File: config.mk
export PLATFORM = sky130hd
export DESIGN_NAME = pulse_relu_neuron
export DESIGN_NICKNAME = d
export VERILOG_FILES = /design/src/rtl/prn_pkg.sv /design/src/rtl/prn_cancel_store.sv /design/src/rtl/prn_main_store.sv /design/src/rtl/prn_read_delay.sv /design/src/rtl/pulse_relu_neuron.sv
export SDC_FILE = /design/constraint.sdc
export NUM_CORES = 1
export LEC_CHECK = 0
export BUFFER_PORTS_ARGS = -buffer_cell sky130_fd_sc_hd__buf_2
export CAP_MARGIN = 10
export CORE_AREA = 2 2 39 41
export CTS_CLUSTER_DIAMETER = 200
export CTS_CLUSTER_SIZE = 24
export DETAILED_ROUTE_END_ITERATION = 16
export DIE_AREA = 0 0 41 43
export GPL_TIMING_DRIVEN = 0
export PLACE_DENSITY = 0.38
export SLEW_MARGIN = 20
export SYNTH_ARGS = -nofsm -noshare
export SYNTH_HDL_FRONTEND = slang
export SYNTH_HIERARCHICAL = 1
export SYNTH_SLANG_ARGS = --single-unit
File: constraint.sdc
create_clock -name clk -period 1.7 [get_ports clk]
set_input_delay 0.085 -clock clk [delete_from_list [all_inputs] [get_ports clk]]
set_output_delay 0.085 -clock clk [all_outputs]
set_load 0.05 [all_outputs]
File: src/rtl/prn_pkg.sv
package prn_pkg;

  typedef enum logic {
    ST_EMPTY = 1'b0,
    ST_HELD  = 1'b1
  } store_e;

  // One-bit pulse store update: the read acts on the present state,
  // then a write arms the store unless a clear accompanies it.
  function automatic store_e store_step(store_e cur, logic rd, logic wr, logic clr);
    store_e nxt;
    if (wr && !clr)     nxt = ST_HELD;
    else if (wr && clr) nxt = ST_EMPTY;
    else if (rd)        nxt = ST_EMPTY;
    else                nxt = cur;
    return nxt;
  endfunction

endpackage

File: src/rtl/prn_cancel_store.sv
module prn_cancel_store
  import prn_pkg::*;
(
  input  logic clk,
  input  logic rst,
  input  logic wr,
  input  logic rd,
  output logic held,
  output logic fire
);
  store_e st;

  always_ff @(posedge clk) begin
    if (rst) st <= ST_EMPTY;
    else     st <= store_step(st, rd, wr, 1'b0);
  end

  assign held = (st == ST_HELD);
  assign fire = rd & held;
endmodule

File: src/rtl/prn_main_store.sv
module prn_main_store
  import prn_pkg::*;
(
  input  logic clk,
  input  logic rst,
  input  logic set,
  input  logic clr,
  input  logic rd,
  output logic held,
  output logic fire
);
  store_e st;

  always_ff @(posedge clk) begin
    if (rst) st <= ST_EMPTY;
    else     st <= store_step(st, rd, set, clr);
  end

  assign held = (st == ST_HELD);
  assign fire = rd & held;
endmodule

File: src/rtl/prn_read_delay.sv
module prn_read_delay #(
  parameter int unsigned DELAY = 3
) (
  input  logic clk,
  input  logic rst,
  input  logic strobe_in,
  output logic strobe_out
);
  generate
    if (DELAY == 1) begin : g_one
      logic tap;
      always_ff @(posedge clk) begin
        if (rst) tap <= 1'b0;
        else     tap <= strobe_in;
      end
      assign strobe_out = tap;
    end else begin : g_chain
      logic [DELAY-1:0] taps;
      always_ff @(posedge clk) begin
        if (rst) taps <= '0;
        else     taps <= {taps[DELAY-2:0], strobe_in};
      end
      assign strobe_out = taps[DELAY-1];
    end
  endgenerate
endmodule

File: src/rtl/pulse_relu_neuron.sv
module pulse_relu_neuron #(
  parameter int unsigned DELAY = 3
) (
  input  logic clk,
  input  logic rst,
  input  logic in_pulse,
  input  logic cancel_pulse,
  output logic out_pulse
);
  logic cancel_held;
  logic kill_strobe;
  logic read_strobe;
  logic main_held;

  prn_cancel_store u_cancel (
    .clk  (clk),
    .rst  (rst),
    .wr   (cancel_pulse),
    .rd   (in_pulse),
    .held (cancel_held),
    .fire (kill_strobe)
  );

  prn_read_delay #(.DELAY(DELAY)) u_delay (
    .clk        (clk),
    .rst        (rst),
    .strobe_in  (in_pulse),
    .strobe_out (read_strobe)
  );

  prn_main_store u_main (
    .clk  (clk),
    .rst  (rst),
    .set  (in_pulse),
    .clr  (kill_strobe),
    .rd   (read_strobe),
    .held (main_held),
    .fire (out_pulse)
  );
endmodule

# Word-level counts from Yosys, hierarchy flattened
# Cells that the tools add are included.
# word_totals
reg_bits	5
inputBits	4
output_inout_bits	1
elab_cells	15
# op_classes
mux	5
n_bitwise	2
n_reduce_logical	5
# ops
op	n
$mux W1	5
$reduce_bool A3 Y1	1
$and A1 B1 Y1	2
$logic_and A1 B1 Y1	2
$reduce_bool A2 Y1	1
$logic_not A1 Y1	1

# Longest topological paths before layout
# Gate-level depths: netlist of the first run.
# logic_depth
depth_word	4
ltp_mapped	3
mapped_depth_nobuf	3

# Modules after synthesis
# The synthesis of the first run kept the hierarchy.
# by_module_without_submodules
mod	instances	cells_each	area_per_inst_um2	seq_area_each_um2
prn_read_delay	1	6	78.8	60.1
prn_main_store	1	5	47.5	20.0
prn_cancel_store	1	5	46.3	20.0

# Worst setup path before layout of the first run
# OpenSTA, ideal clock, no wires.
# synth_timing
kind	register to register
startpoint	reg u_main/held (netlist name)
endpoint	reg u_main.st (netlist: u_main/held)
setup_time_ns	0.070
arrival_time_ns	0.739
required_time_ns	1.630
path_slack_ns	0.891
path_stages_with_launch	3
path_buffers	0
synth_period_minus_slack_ns	0.809
path_cell_list	dfxtp_1 -> or3b_1 -> a21oi_1
# synth_rtl
item	line_no	text
end signal, assigned	prn_main_store.sv:16	else st <= store_step(st, rd, set, clr);
end, declared	prn_main_store.sv:12	store_e st;

# Worst setup path in the final report of the first run
# layout_timing
startpoint	reg u_delay.g_chain.taps[2]
endpoint	out out_pulse
# layout_between
elab_chain_len	1
# layout_rtl
item	line_no	text
start, declared	prn_read_delay.sv:18	logic [DELAY-1:0] taps;
start signal, assigned	prn_read_delay.sv:21	else taps <= {taps[DELAY-2:0], strobe_in};
$and A1 B1 Y1	prn_main_store.sv:20	assign fire = rd & held;
end, declared	pulse_relu_neuron.sv:8	output logic out_pulse
# Every way passes these cells.

==> reports/results.ini, run 1 <==
[run_status]
outcome=finished clean

[timing]
period_share_pct=58.5
slew_headroom_pct=83.6
setup_viol=0
period_minus_slack_ns=0.994
finalHoldViolCount=0
fmax_mhz=1010
setup_ws_ns=0.706
slew_viol_final=0
tns_ns=0
tightest_slew_ns=0.248
finClkSkew_ns=0.00307
rsz0062_at_grt=false

[power]
power_density_nw_per_um2=1160
finalPower_uw=276
leakagePower_uw=0.000104
max-vdd-ir-drop_mv=0.423

[synth]
synth_mux_area_share_pct=0
yosys.area.top_type=dfxtp_1
synth_edf_count=0
yosysMostFrequentCell=dfxtp_1
syn_avg_cell_area_um2=10.8
synth_compound_gate_area_share_pct=7.97
synth_area_um2=173
yosysSeqAreaShare_pct=58.0
yosys-top-cells-count=dfxtp_1, nor2b_1
ys_async_sr_fraction_pct=0
synth_warnings=6
synth-simple-area-share_pct=31.9
synthesis.nets=20
ys_types=10
synth_fa_ha_area_share_pct=0
synth_flop_cell=dfxtp_1
synth_top_area_share_pct=58.0
synth_cells=16
synth_area_leaders=dfxtp_1, nor2b_1, a21oi_2
synth_xor_area_share_pct=0
synth-seq-cells=5
synth_top_family_by_area=simple AND/OR/NAND/NOR gates

[die]
die_h_um=43
initial_core_util_pct=12.5
ioPinCount=5
dieArea_um2=1760
std_cell_rows=14
core_um2=1380
fp.dieW_um=41

[clock_network]
ctsHoldBuffers=0
clkTransAtPathRegs_ns=0.04
htreeDepth=1
postCtsSetupBuffers=0
numCtsBuffers=3
cts_root_buffer=clkbuf_4
clockBufferDepth=2
post_cts.resized_instances=0
clock_latency_ns=0.24
clock_sinks=5
tritoncts=done

[global_routing]
grt_pass1_wl_um=496
antenna_found_initial=0
grt_start_max_net_pins=6
track_usage_pct=5.23
grt_pass1_vias=128
grt.overflow.total=0

[setup_path]
crit_chain=and2_1, buf_2
end_kind=primary output
cp_max_fo=2
crit_family=flip-flops
critical_path_buf_inv_count=1
worstSetupPathType=reg2out
reg2reg_depth=2
crit_path_max_incr_delay_ns=0.31
required_ns=1.62
start_kind=flip-flop
cp.depth=2
cp_slowest_cell=dfxtp_1
arrival_ns=0.91

[placement]
placedInstanceArea_um2=213
port_buffers=4
dp_slack_ns=0.874
place_congestion=0.520

[drt]
route.detailed.drc=0
wire_per_inst_um=6.08
drtPass1Iterations=2
vias=122
routed_via_density=3.05
drtIter0Drc=2
ant_nets=0
wl_um=243

[job]
drv_cap=0

[finish]
fin_nets=29
n_antenna_cell=0
fin_area_um2=239
syn2layout_area_growth_pct=38.4
drive_gt1_share_pct=37.5

[min_path]
min_path_cells=2
min-delay-path-class=in2reg

==> routing by layer <==
layer	GRT usage [%]	wire, µm
met1	4.85	111
met2	5.00	78
met3	9.42	53
met4	2.00	0
met5	0	0
==> state kept, by name (all words and copies together) (netlist names) <==
name and flops:
u_delay/g_chain.taps 3, u_main/held 1, u_cancel/held 1
==> cells in the final DEF (no fill, tap or decap) <==
cell type / count
a21oi_2: 1
a21oi_1: 1
nor2b_1: 3
dfxtp_1: 5
and2_1: 1
clkbuf_4: 3
buf_2: 4
nand2b_1: 1
inv_1: 1
or2b_1: 1
and2_2: 1
or3b_1: 1
clkbuf_1: 1
==> power breakdown <==
part,total [µW],leakage [µW],switching (µW),internal (µW)
registers,125,0.0000414,1.64,124
clock network,135,0.0000150,46.2,88.6
logic,15.9,0.0000478,7.23,8.69
==> per-stage QoR <==
| stage | utilization (%) | hold slack, ns | cells |
|---|---|---|---|
| global route | 17.3 | 0.0687 | 40 |
| finish | 17.3 | 0.0693 | 40 |
| CTS | 17.3 | 0.0612 | 40 |
| detailed placement | 15.4 | 0.316 | 36 |
| global placement | 15.4 | 0.313 | 36 |
| floorplan | - | 0.147 | 16 |
==> final cells by class <==
| cell class | count | area, µm² |
|---|---|---|
| inverter | 1 | 3.75 |
| clock buffer | 4 | 26.3 |
| multi-input combinational | 10 | 68.8 |
| fill | 148 | 1140 |
| timing repair buffer | 4 | 20.0 |
| sequential | 5 | 100 |
| tap | 16 | 20.0 |
==> path summary, 6_finish.rpt <==
path,startpoint,endpoint,slack [ns]
worst max-delay path,u_delay/g_chain.taps[2],out_pulse,0.71
worst min-delay path,rst,u_cancel/held,0.07
worst max register to register,u_main/held,u_main/held,0.86
worst min register to register,u_delay/g_chain.taps[0],u_delay/g_chain.taps[1],0.43
==> logic make-up after synthesis <==
kind of cell,after synthesis
buffers and inverters,1
AND/OR/NAND/NOR,8
flip-flops,5
AO/OA/AOI/OAI,2
Note: power is estimated with default switching activity, not from simulation.
==> run 2, diff against run 1 <==
- ABC_AREA: unset -> 1
- PLACE_DENSITY: 0.38 -> 0.39
- clock period: 1.7 -> 1 ns (I/O delays scaled with it)
==> run 2 against run 1 <==
Effect of this change: synthesized area up 9.4%; routed wire length up 10%; die area unchanged; flip-flop and latch count unchanged; largest cell class unchanged.
==> reports/results.ini, run 2 <==
[synth]
yosys-top-cells-count=inv_1, nand2_1, dfxtp_1
synth-seq-cells=5
synthesis.nets=30
yosysMostFrequentCell=inv_1
synth_top_area_share_pct=53.0
ys_types=5
synth_area_leaders=dfxtp_1, inv_1, nand2_1
synth_flop_cell=dfxtp_1
synth_cells=26
yosysSeqAreaShare_pct=53.0
synth_warnings=6
syn_avg_cell_area_um2=7.27
ys_async_sr_fraction_pct=0
yosys.area.top_type=dfxtp_1
synth_area_um2=189
synth_edf_count=0

[setup_path]
crit_path_max_incr_delay_ns=0.32
end_kind=primary output
crit_chain=nand2_1, inv_1, clkbuf_4
start_kind=flip-flop
arrival_ns=0.87
cp_slowest_cell=dfxtp_1
worstSetupPathType=reg2out
required_ns=0.95
cp_max_fo=2

[global_routing]
grt.overflow.total=0
grt_start_max_net_pins=6
grt_pass1_wl_um=441
track_usage_pct=4.63
antenna_found_initial=0
grt_pass1_vias=109

[drt]
wire_per_inst_um=5.36
drtPass1Iterations=2
ant_nets=0
route.detailed.drc=0
routed_via_density=3.04
drtIter0Drc=1
vias=152
wl_um=268

[timing]
slew_viol_final=0
period_minus_slack_ns=0.924
tns_ns=0
fmax_mhz=1080
finalHoldViolCount=0
finClkSkew_ns=0.000890
period_share_pct=92.4
setup_viol=0
rsz0062_at_grt=false
tightest_slew_ns=0.157
slew_headroom_pct=89.6

[clock_network]
tritoncts=done
clock_sinks=5
clock_latency_ns=0.24
postCtsSetupBuffers=0
htreeDepth=1
numCtsBuffers=3
clockBufferDepth=2
cts_root_buffer=clkbuf_4
clkTransAtPathRegs_ns=0.04

[run_status]
outcome=finished clean

[placement]
port_buffers=4
dp_hpwl_um=185
placedCellCount=46
place_congestion=0.589

[power]
max-vdd-ir-drop_mv=0.666
leakagePower_uw=0.000143
power_density_nw_per_um2=1840

[finish]
nFillCells=158
n_antenna_cell=0
layout_common_cells=inv_1, nand2_1, dfxtp_1
syn2layout_area_growth_pct=36.4
mostFrequentLayoutCell=inv_1
fin_cells=50
multiInputGateArea_um2=51.3
largest_register_ffs=3
drive_gt1_share_pct=26.5
top_register=u_delay/g_chain.taps
regArea_um2=100
fin_nets=39

[die]
dieArea_um2=1760
fp.dieW_um=41
initial_core_util_pct=13.7
std_cell_rows=14
core_um2=1380
ioPinCount=5
die_h_um=43

[job]
drv_cap=0

[min_path]
min-delay-path-class=in2reg

-- run 2: worst max-delay path: cells and delay by family, from the launching register on --
family	cells	cell delay [ns]
and+or+nand+nor	1	0.06
buffers and inverters	2	0.25
DFF	1	0.32
-- run 2: repair_timing --
action	CTS	global route
gates resized for setup	0	1
setup endpoints to repair	0	1
hold buffers	0	0
-- run 2: metal layers --
metal  up-vias  global-route usage, %  routed length [µm]
met2         7                   4.06                 109
li1         85                      -                   -
met1        60                   4.85                 120
met3         0                   7.85                  39
met4         0                   2.00                   0
met5         -                      0                   0
-- run 2: layout make-up --
cell class,instances,area share [%]
Inverter,10,14.6
Multi-Input combinational cell,11,19.9
Timing Repair Buffer,4,8.74
Tap cell,16,7.77
Clock buffer,4,10.2
Sequential cell,5,38.8
-- run 2: worst paths after layout --
kind | start | endpoint | slack, ns | cells after the start
hold reg to reg | u_delay/g_chain.taps[1] | u_delay/g_chain.taps[2] | 0.40 | 2
setup / recovery | u_delay/g_chain.taps[2] | out_pulse | 0.08 | 3
setup reg to reg | u_cancel/held | u_main/held | 0.34 | 5
hold / removal | rst | u_cancel/held | 0.03 | 2
-- run 2: metrics by stage --
step / hold WS (ns) / worst slack, ns / power, µW / cell area [µm²] / util [%]
final: 0.0272 / 0.0757 / 473 / 258 / 18.6
after detailed placement: 0.279 / 0.299 / 250 / 229 / 16.5
after global placement: 0.277 / 0.303 / 250 / 229 / 16.5
after floorplan: 0.112 / 0.294 / 237 / 189 / -
after CTS: 0.0240 / 0.0243 / 489 / 255 / 18.4
after global routing: 0.0240 / 0.00421 / 512 / 258 / 18.6
-- run 2: cells by family after synthesis --
group | share of synthesized area [%]
buffers and inverters | 19.9
and+or+nand+nor | 17.9
DFF | 53.0
AOI/OAI and AO/OA | 9.27
-- run 2: report_power, final --
part | switching (µW) | internal (µW) | total (µW)
sequential | 3.95 | 211 | 215
combinational | 18.2 | 13.6 | 31.7
clock | 76.5 | 150 | 227
